$ cat src/rtl/dbg_acc_pkg.sv
package dbg_acc_pkg;

  localparam int unsigned LVL_W        = 2;
  localparam int unsigned NUM_VERDICTS = 4;

  typedef enum logic [1:0] {
    VD_ALLOW   = 2'd0,
    VD_UNDEF   = 2'd1,
    VD_TRAP_L2 = 2'd2,
    VD_TRAP_L3 = 2'd3
  } verdict_e;

  typedef struct packed {
    logic       feat_a32_l1;
    logic       l3_present;
    logic       l3_is_a64;
    logic       l3_trap_dbg;
    logic       sdd_undef_prio;
    logic       sdd_undef;
    logic       l2_enabled;
    logic       l2_is_a64;
    logic [1:0] l2_trap;
  } ctl_t;

endpackage

$ cat src/rtl/dbg_acc_match.sv
module dbg_acc_match #(
  parameter int unsigned CP_W   = 4,
  parameter int unsigned OP1_W  = 3,
  parameter int unsigned CRN_W  = 4,
  parameter int unsigned CRM_W  = 4,
  parameter int unsigned OP2_W  = 3,
  parameter logic [CP_W-1:0]  CP_VAL  = 4'b1110,
  parameter logic [OP1_W-1:0] OP1_VAL = 3'b000,
  parameter logic [CRN_W-1:0] CRN_VAL = 4'b0000,
  parameter logic [CRM_W-1:0] CRM_VAL = 4'b0111,
  parameter logic [OP2_W-1:0] OP2_VAL = 3'b000
) (
  input  logic [CP_W-1:0]  enc_cp,
  input  logic [OP1_W-1:0] enc_op1,
  input  logic [CRN_W-1:0] enc_crn,
  input  logic [CRM_W-1:0] enc_crm,
  input  logic [OP2_W-1:0] enc_op2,
  output logic             hit
);

  localparam int unsigned ENC_W = CP_W + OP1_W + CRN_W + CRM_W + OP2_W;
  localparam logic [ENC_W-1:0] ENC_VAL = {CP_VAL, OP1_VAL, CRN_VAL, CRM_VAL, OP2_VAL};

  logic [ENC_W-1:0] enc_all;

  always_comb begin
    enc_all = {enc_cp, enc_op1, enc_crn, enc_crm, enc_op2};
    hit     = (enc_all == ENC_VAL);
  end

endmodule

$ cat src/rtl/dbg_acc_rules.sv
module dbg_acc_rules
  import dbg_acc_pkg::*;
#(
  parameter int unsigned       CLASS_W    = 6,
  parameter logic [CLASS_W-1:0] TRAP_CLASS = 6'h05
) (
  input  logic                hit,
  input  logic [LVL_W-1:0]    lvl,
  input  ctl_t                ctl,
  output verdict_e            verdict,
  output logic                l2_hyp,
  output logic [CLASS_W-1:0]  cls
);

  logic l3_arm;
  logic l3_force_undef;
  logic l2_arm;

  always_comb begin
    // Level-3 checks are active only for a present, 64-bit level 3.
    l3_arm         = ctl.l3_present && ctl.l3_is_a64 && ctl.l3_trap_dbg;
    l3_force_undef = l3_arm && ctl.sdd_undef_prio;
    l2_arm         = ctl.l2_enabled && (|ctl.l2_trap);
    verdict        = VD_UNDEF;
    l2_hyp         = 1'b0;

    if (hit && ctl.feat_a32_l1) begin
      unique case (lvl)
        2'd0: verdict = VD_UNDEF;
        2'd1: begin
          if (l3_force_undef) begin
            verdict = VD_UNDEF;
          end else if (l2_arm) begin
            verdict = VD_TRAP_L2;
            l2_hyp  = !ctl.l2_is_a64;
          end else if (l3_arm) begin
            verdict = ctl.sdd_undef ? VD_UNDEF : VD_TRAP_L3;
          end else begin
            verdict = VD_ALLOW;
          end
        end
        2'd2: begin
          if (l3_force_undef) begin
            verdict = VD_UNDEF;
          end else if (l3_arm) begin
            verdict = ctl.sdd_undef ? VD_UNDEF : VD_TRAP_L3;
          end else begin
            verdict = VD_ALLOW;
          end
        end
        default: verdict = VD_ALLOW;
      endcase
    end

    cls = ((verdict == VD_TRAP_L2) || (verdict == VD_TRAP_L3)) ? TRAP_CLASS : '0;
  end

endmodule

$ cat src/rtl/dbg_acc_resreg.sv
module dbg_acc_resreg
  import dbg_acc_pkg::*;
#(
  parameter int unsigned CLASS_W = 6
) (
  input  logic                    clk,
  input  logic                    rst_n,
  input  logic                    load,
  input  verdict_e                verdict_in,
  input  logic                    hyp_in,
  input  logic [CLASS_W-1:0]      cls_in,
  input  logic                    wr_in,
  output logic                    vld_out,
  output logic [NUM_VERDICTS-1:0] onehot_out,
  output logic                    hyp_out,
  output logic [CLASS_W-1:0]      cls_out,
  output logic                    wr_out
);

  logic               vld_q, vld_d;
  logic               have_q, have_d;
  verdict_e           verd_q, verd_d;
  logic               hyp_q, hyp_d;
  logic [CLASS_W-1:0] cls_q, cls_d;
  logic               wr_q, wr_d;

  always_comb begin
    vld_d  = load;
    have_d = have_q;
    verd_d = verd_q;
    hyp_d  = hyp_q;
    cls_d  = cls_q;
    wr_d   = wr_q;
    if (load) begin
      have_d = 1'b1;
      verd_d = verdict_in;
      hyp_d  = hyp_in;
      cls_d  = cls_in;
      wr_d   = wr_in;
    end
  end

  always_ff @(posedge clk or negedge rst_n) begin
    if (!rst_n) begin
      vld_q  <= 1'b0;
      have_q <= 1'b0;
      verd_q <= VD_ALLOW;
      hyp_q  <= 1'b0;
      cls_q  <= '0;
      wr_q   <= 1'b0;
    end else begin
      vld_q  <= vld_d;
      have_q <= have_d;
      verd_q <= verd_d;
      hyp_q  <= hyp_d;
      cls_q  <= cls_d;
      wr_q   <= wr_d;
    end
  end

  for (genvar gi = 0; gi < NUM_VERDICTS; gi++) begin : g_onehot
    assign onehot_out[gi] = have_q && (verd_q == verdict_e'(gi));
  end

  assign vld_out = vld_q;
  assign hyp_out = hyp_q;
  assign cls_out = cls_q;
  assign wr_out  = wr_q;

endmodule

$ cat src/rtl/dbg_acc_gate.sv
module dbg_acc_gate
  import dbg_acc_pkg::*;
#(
  parameter int unsigned CLASS_W = 6,
  parameter logic [CLASS_W-1:0] TRAP_CLASS = 6'h05
) (
  input  logic               clk,
  input  logic               rst_n,
  input  logic               req_valid,
  input  logic               req_is_write,
  input  logic [3:0]         enc_cp,
  input  logic [2:0]         enc_op1,
  input  logic [3:0]         enc_crn,
  input  logic [3:0]         enc_crm,
  input  logic [2:0]         enc_op2,
  input  logic [1:0]         cur_lvl,
  input  logic               feat_a32_l1,
  input  logic               l3_present,
  input  logic               l3_is_a64,
  input  logic               l3_trap_dbg,
  input  logic               sdd_undef_prio,
  input  logic               sdd_undef,
  input  logic               l2_enabled,
  input  logic               l2_is_a64,
  input  logic [1:0]         l2_trap,
  output logic               rsp_valid,
  output logic               rsp_allow,
  output logic               rsp_undef,
  output logic               rsp_trap_l2,
  output logic               rsp_trap_l3,
  output logic               rsp_l2_hyp,
  output logic [CLASS_W-1:0] rsp_class,
  output logic               rsp_is_write
);

  logic                    enc_hit;
  ctl_t                    ctl;
  verdict_e                verdict;
  logic                    hyp;
  logic [CLASS_W-1:0]      cls;
  logic [NUM_VERDICTS-1:0] onehot;

  always_comb begin
    ctl.feat_a32_l1    = feat_a32_l1;
    ctl.l3_present     = l3_present;
    ctl.l3_is_a64      = l3_is_a64;
    ctl.l3_trap_dbg    = l3_trap_dbg;
    ctl.sdd_undef_prio = sdd_undef_prio;
    ctl.sdd_undef      = sdd_undef;
    ctl.l2_enabled     = l2_enabled;
    ctl.l2_is_a64      = l2_is_a64;
    ctl.l2_trap        = l2_trap;
  end

  dbg_acc_match u_match (
    .enc_cp  (enc_cp),
    .enc_op1 (enc_op1),
    .enc_crn (enc_crn),
    .enc_crm (enc_crm),
    .enc_op2 (enc_op2),
    .hit     (enc_hit)
  );

  dbg_acc_rules #(
    .CLASS_W    (CLASS_W),
    .TRAP_CLASS (TRAP_CLASS)
  ) u_rules (
    .hit     (enc_hit),
    .lvl     (cur_lvl),
    .ctl     (ctl),
    .verdict (verdict),
    .l2_hyp  (hyp),
    .cls     (cls)
  );

  dbg_acc_resreg #(
    .CLASS_W (CLASS_W)
  ) u_resreg (
    .clk        (clk),
    .rst_n      (rst_n),
    .load       (req_valid),
    .verdict_in (verdict),
    .hyp_in     (hyp),
    .cls_in     (cls),
    .wr_in      (req_is_write),
    .vld_out    (rsp_valid),
    .onehot_out (onehot),
    .hyp_out    (rsp_l2_hyp),
    .cls_out    (rsp_class),
    .wr_out     (rsp_is_write)
  );

  assign rsp_allow   = onehot[VD_ALLOW];
  assign rsp_undef   = onehot[VD_UNDEF];
  assign rsp_trap_l2 = onehot[VD_TRAP_L2];
  assign rsp_trap_l3 = onehot[VD_TRAP_L3];

endmodule

$ cat config.mk
export PLATFORM = sky130hd
export DESIGN_NAME = dbg_acc_gate
export DESIGN_NICKNAME = d
export VERILOG_FILES = /design/src/rtl/dbg_acc_pkg.sv /design/src/rtl/dbg_acc_match.sv /design/src/rtl/dbg_acc_rules.sv /design/src/rtl/dbg_acc_resreg.sv /design/src/rtl/dbg_acc_gate.sv
export SDC_FILE = /design/constraint.sdc
export NUM_CORES = 1
export LEC_CHECK = 0
export BUFFER_PORTS_ARGS = -buffer_cell sky130_fd_sc_hd__buf_2
export CAP_MARGIN = 20
export CORE_MARGIN = 10
export CORE_UTILIZATION = 30
export DETAILED_ROUTE_END_ITERATION = 8
export PLACE_DENSITY = 0.73
export SKIP_CTS_REPAIR_TIMING = 1
export SLEW_MARGIN = 20
export SYNTH_ARGS = -nofsm -noshare
export SYNTH_HDL_FRONTEND = slang
export SYNTH_SLANG_ARGS = --single-unit
export TNS_END_PERCENT = 100
$ cat constraint.sdc
create_clock -name clk -period 0.8 [get_ports clk]
set_input_delay 0.16 -clock clk [delete_from_list [all_inputs] [get_ports clk]]
set_output_delay 0.16 -clock clk [all_outputs]
set_load 0.02 [all_outputs]
==> impl_metrics.py <==
metrics = {
    "status": {
        "status": "finished with violations",
        "failed_checks": "negative setup slack",
    },
    "synth": {
        "seq_area_frac_synth_pct": 38.25,
        "ys_types": 27,
        "syn_inst": 47,
        "synth_warnings": 0,
        "synth-seq-cells": 7,
        "synthTopCellsByArea": "dfrtp_1 (38%), buf_4 (8.2%), nor4_4 (4.6%)",
        "syn_area_per_cell_um2": 9.743,
        "yosysTopAreaCell": "dfrtp_1",
        "synth_top_area_share_pct": 38.25,
        "syn-cell-area_um2": 457.9,
    },
    "worst_setup_path": {
        "cp.buffers_inverters": 1,
        "start_kind": "flop",
        "cp_cell_sequence": "nor3b_2 > buf_4",
        "crit_slowest_cell": "dfrtp_2",
        "crit_required_ns": 0.64,
        "crit_fanout": 4,
        "cp-end-kind": "output port",
        "cp_slowest_stage_delay_ns": 0.44,
        "crit_family": "flip-flops",
        "worstPathArrival_ns": 1.05,
        "criticalPathCategory": "flop to output port",
    },
    "pwr": {
        "pwr-share-seq_pct": 40.5,
        "power_density_nw_per_um2": 1042,
        "ir_worst_vdd_mv": 0.4703,
        "p_leak_nw": 0.4287,
        "swShare_pct": 26.58,
        "clock_power_share_pct": 36.4,
        "power_frac_comb_pct": 23.1,
        "switchingPower_mw": 0.2412,
        "p_int_mw": 0.6662,
    },
    "floorplan": {
        "fp.dieW_um": 59.07,
        "rows": 14,
        "initial_core_util_pct": 31.12,
        "coreArea_um2": 1471,
        "die_y_um": 59.07,
        "die-area_um2": 3489,
        "ios": 47,
    },
    "sta": {
        "period_share_pct": 151.1,
        "fmax_mhz": 827.4,
        "rsz0062_at_grt": "yes",
        "drv_slew": 0,
        "finalSetupViolations": 13,
        "fin_ws_ns": -0.4086,
        "fin_hold_ws_ns": 0.1371,
        "fin_crit_ns": 1.209,
        "finClkSkew_ns": 0,
        "hold_viol_final": 0,
    },
    "placed_design": {
        "dp_hpwl_um": 1505,
        "dp.cells": 110,
        "gp_congestion": 0.7680,
        "post-place-ws_ns": -0.6232,
        "numPortBuffers": 42,
    },
    "min_path": {
        "hp-class": "primary input to flop",
    },
    "clock_network": {
        "worstSkewPairLatency_ns": 0.25,
        "cts_tree": "yes",
        "cts_inserted_buffers": 3,
        "cts_sinks": 7,
        "htreeDepth": 1,
        "clockBufferDepth": 2,
        "clk_pin_slew_worst_paths_ns": 0.05,
        "cts_root_buf": "clkbuf_4",
    },
    "drt": {
        "wirelength_um": 1774,
        "vias_per_cell": 4.906,
        "post_drt_wl_per_cell_um": 15.16,
        "drc": 0,
        "dr.pass1.iters": 4,
        "num_vias": 574,
        "drt-initial-drc-count": 6,
        "ant_nets": 0,
    },
    "final_layout": {
        "layout-drive-gt1-share_pct": 72.28,
        "multiInputGateArea_um2": 289.0,
        "layout_commonest_cell": "buf_2",
        "synthToLayoutAreaGrowth_pct": 90.16,
        "fin_cells": 117,
        "nFillCells": 127,
        "layout.nets": 136,
        "most-common-layout-cells": "buf_2 (32), buf_4 (11), buf_6 (8)",
        "regArea_um2": 177.7,
        "num_antenna_cells": 0,
    },
    "global_route": {
        "antenna_found_initial": 0,
        "grt_start_max_net_pins": 8,
        "grt.overflow.total": 0,
        "grt_pass1_wl_um": 2566,
        "grt_pass1_vias": 620,
        "track_usage_pct": 9.204,
    },
    "run": {
        "cap_violations": 0,
    },
}
-- per-layer routing --
metal | GRT usage, % | routed length (um) | part of all wire, % | vias up
li1 | - | - | - | 274
met1 | 8.242 | 610 | 34 | 266
met2 | 17.42 | 1027 | 58 | 28
met3 | 2.575 | 93 | 5.2 | 6
met4 | 5.902 | 43 | 2.4 | 0
met5 | 0 | 0 | 0 | -
-- final timing paths --
kind,from,endpoint,slack [ns],depth (start not counted)
hold reg to reg,u_resreg.wr_out,u_resreg.wr_out,0.52,1
setup / recovery,u_resreg.verd_q[0],rsp_allow,-0.41,2
hold / removal,req_is_write,u_resreg.wr_out,0.14,2
max in group asynchronous,rst_n,u_resreg.wr_out,0.37,2
min in group asynchronous,rst_n,u_resreg.hyp_out,0.26,2
setup reg to reg,u_resreg.verd_q[0],u_resreg.verd_q[0],-0.07,2
-- power by group through the flow --
stage / clock, mW / combinational, mW / sequential, mW
final: 0.330 / 0.210 / 0.367
after global routing: 0.343 / 0.230 / 0.368
after CTS: 0.337 / 0.193 / 0.365
after detailed placement: 0 / 0.193 / 0.372
after global placement: 0 / 0.186 / 0.371
after floorplan: 0 / 0.0689 / 0.382
-- cell usage after synthesis --
| master | instances |
|---|---|
| nor3b_1 | 2 |
| mux2_2 | 1 |
| dfrtp_1 | 7 |
| o21a_1 | 1 |
| o2111ai_1 | 1 |
| inv_1 | 4 |
| a21o_1 | 1 |
| nor2_1 | 3 |
| nor4_1 | 1 |
| nor4_4 | 1 |
| nand4_1 | 2 |
| or4_4 | 1 |
| nand3_1 | 1 |
| o21ai_1 | 1 |
| o21ai_0 | 1 |
| nor3_2 | 1 |
| nand2_1 | 2 |
| or4b_1 | 1 |
| nand3_2 | 1 |
| or4b_4 | 1 |
| a31oi_1 | 1 |
| o22ai_1 | 3 |
| or2_2 | 1 |
| or4b_2 | 1 |
| nand2b_1 | 1 |
| buf_4 | 5 |
| conb_1 | 1 |
-- logic make-up after synthesis --
logic type	count (synthesis)	share of synthesized area (%)
AND/OR/NAND/NOR	20	34.15
AO/OA/AOI/OAI	9	12.84
buffers and inverters	9	11.48
flip-flops	7	38.25
multiplexers	1	2.459
other	1	0.8189
-- worst register-to-register path, stage by stage (launching register included) --
cell and delay [ns]:
dfrtp_2 0.44, buf_4 0.14, o21a_1 0.17
-- layout make-up --
cell class | instances | share of cell area (%)
timing repair buffer | 52 | 39.37
clock buffer | 4 | 3.017
sequential | 7 | 20.40
multi-input combinational | 34 | 33.19
tap | 16 | 2.299
inverter | 4 | 1.724
-- sequential cells by signal (all words and copies together), names as in the netlist --
register / count
u_resreg.verd_q: 2
u_resreg.cls_out: 1
u_resreg.have_q: 1
u_resreg.hyp_out: 1
u_resreg.vld_out: 1
u_resreg.wr_out: 1
-- stage by stage --
stage          TNS (ns)  power (mW)  utilization (%)  cell area, um^2
4_1_cts          -3.730      0.8948            51.79            762.0
3_5_place_dp     -2.960      0.5642            50.00            735.7
5_1_grt          -3.941      0.9412            59.18            870.8
3_3_place_gp     -2.671      0.5572            50.00            735.7
6_report         -3.466      0.9074            59.18            870.8
2_1_floorplan    -2.260      0.4511                -            490.5
(Power assumes the default switching activity.)
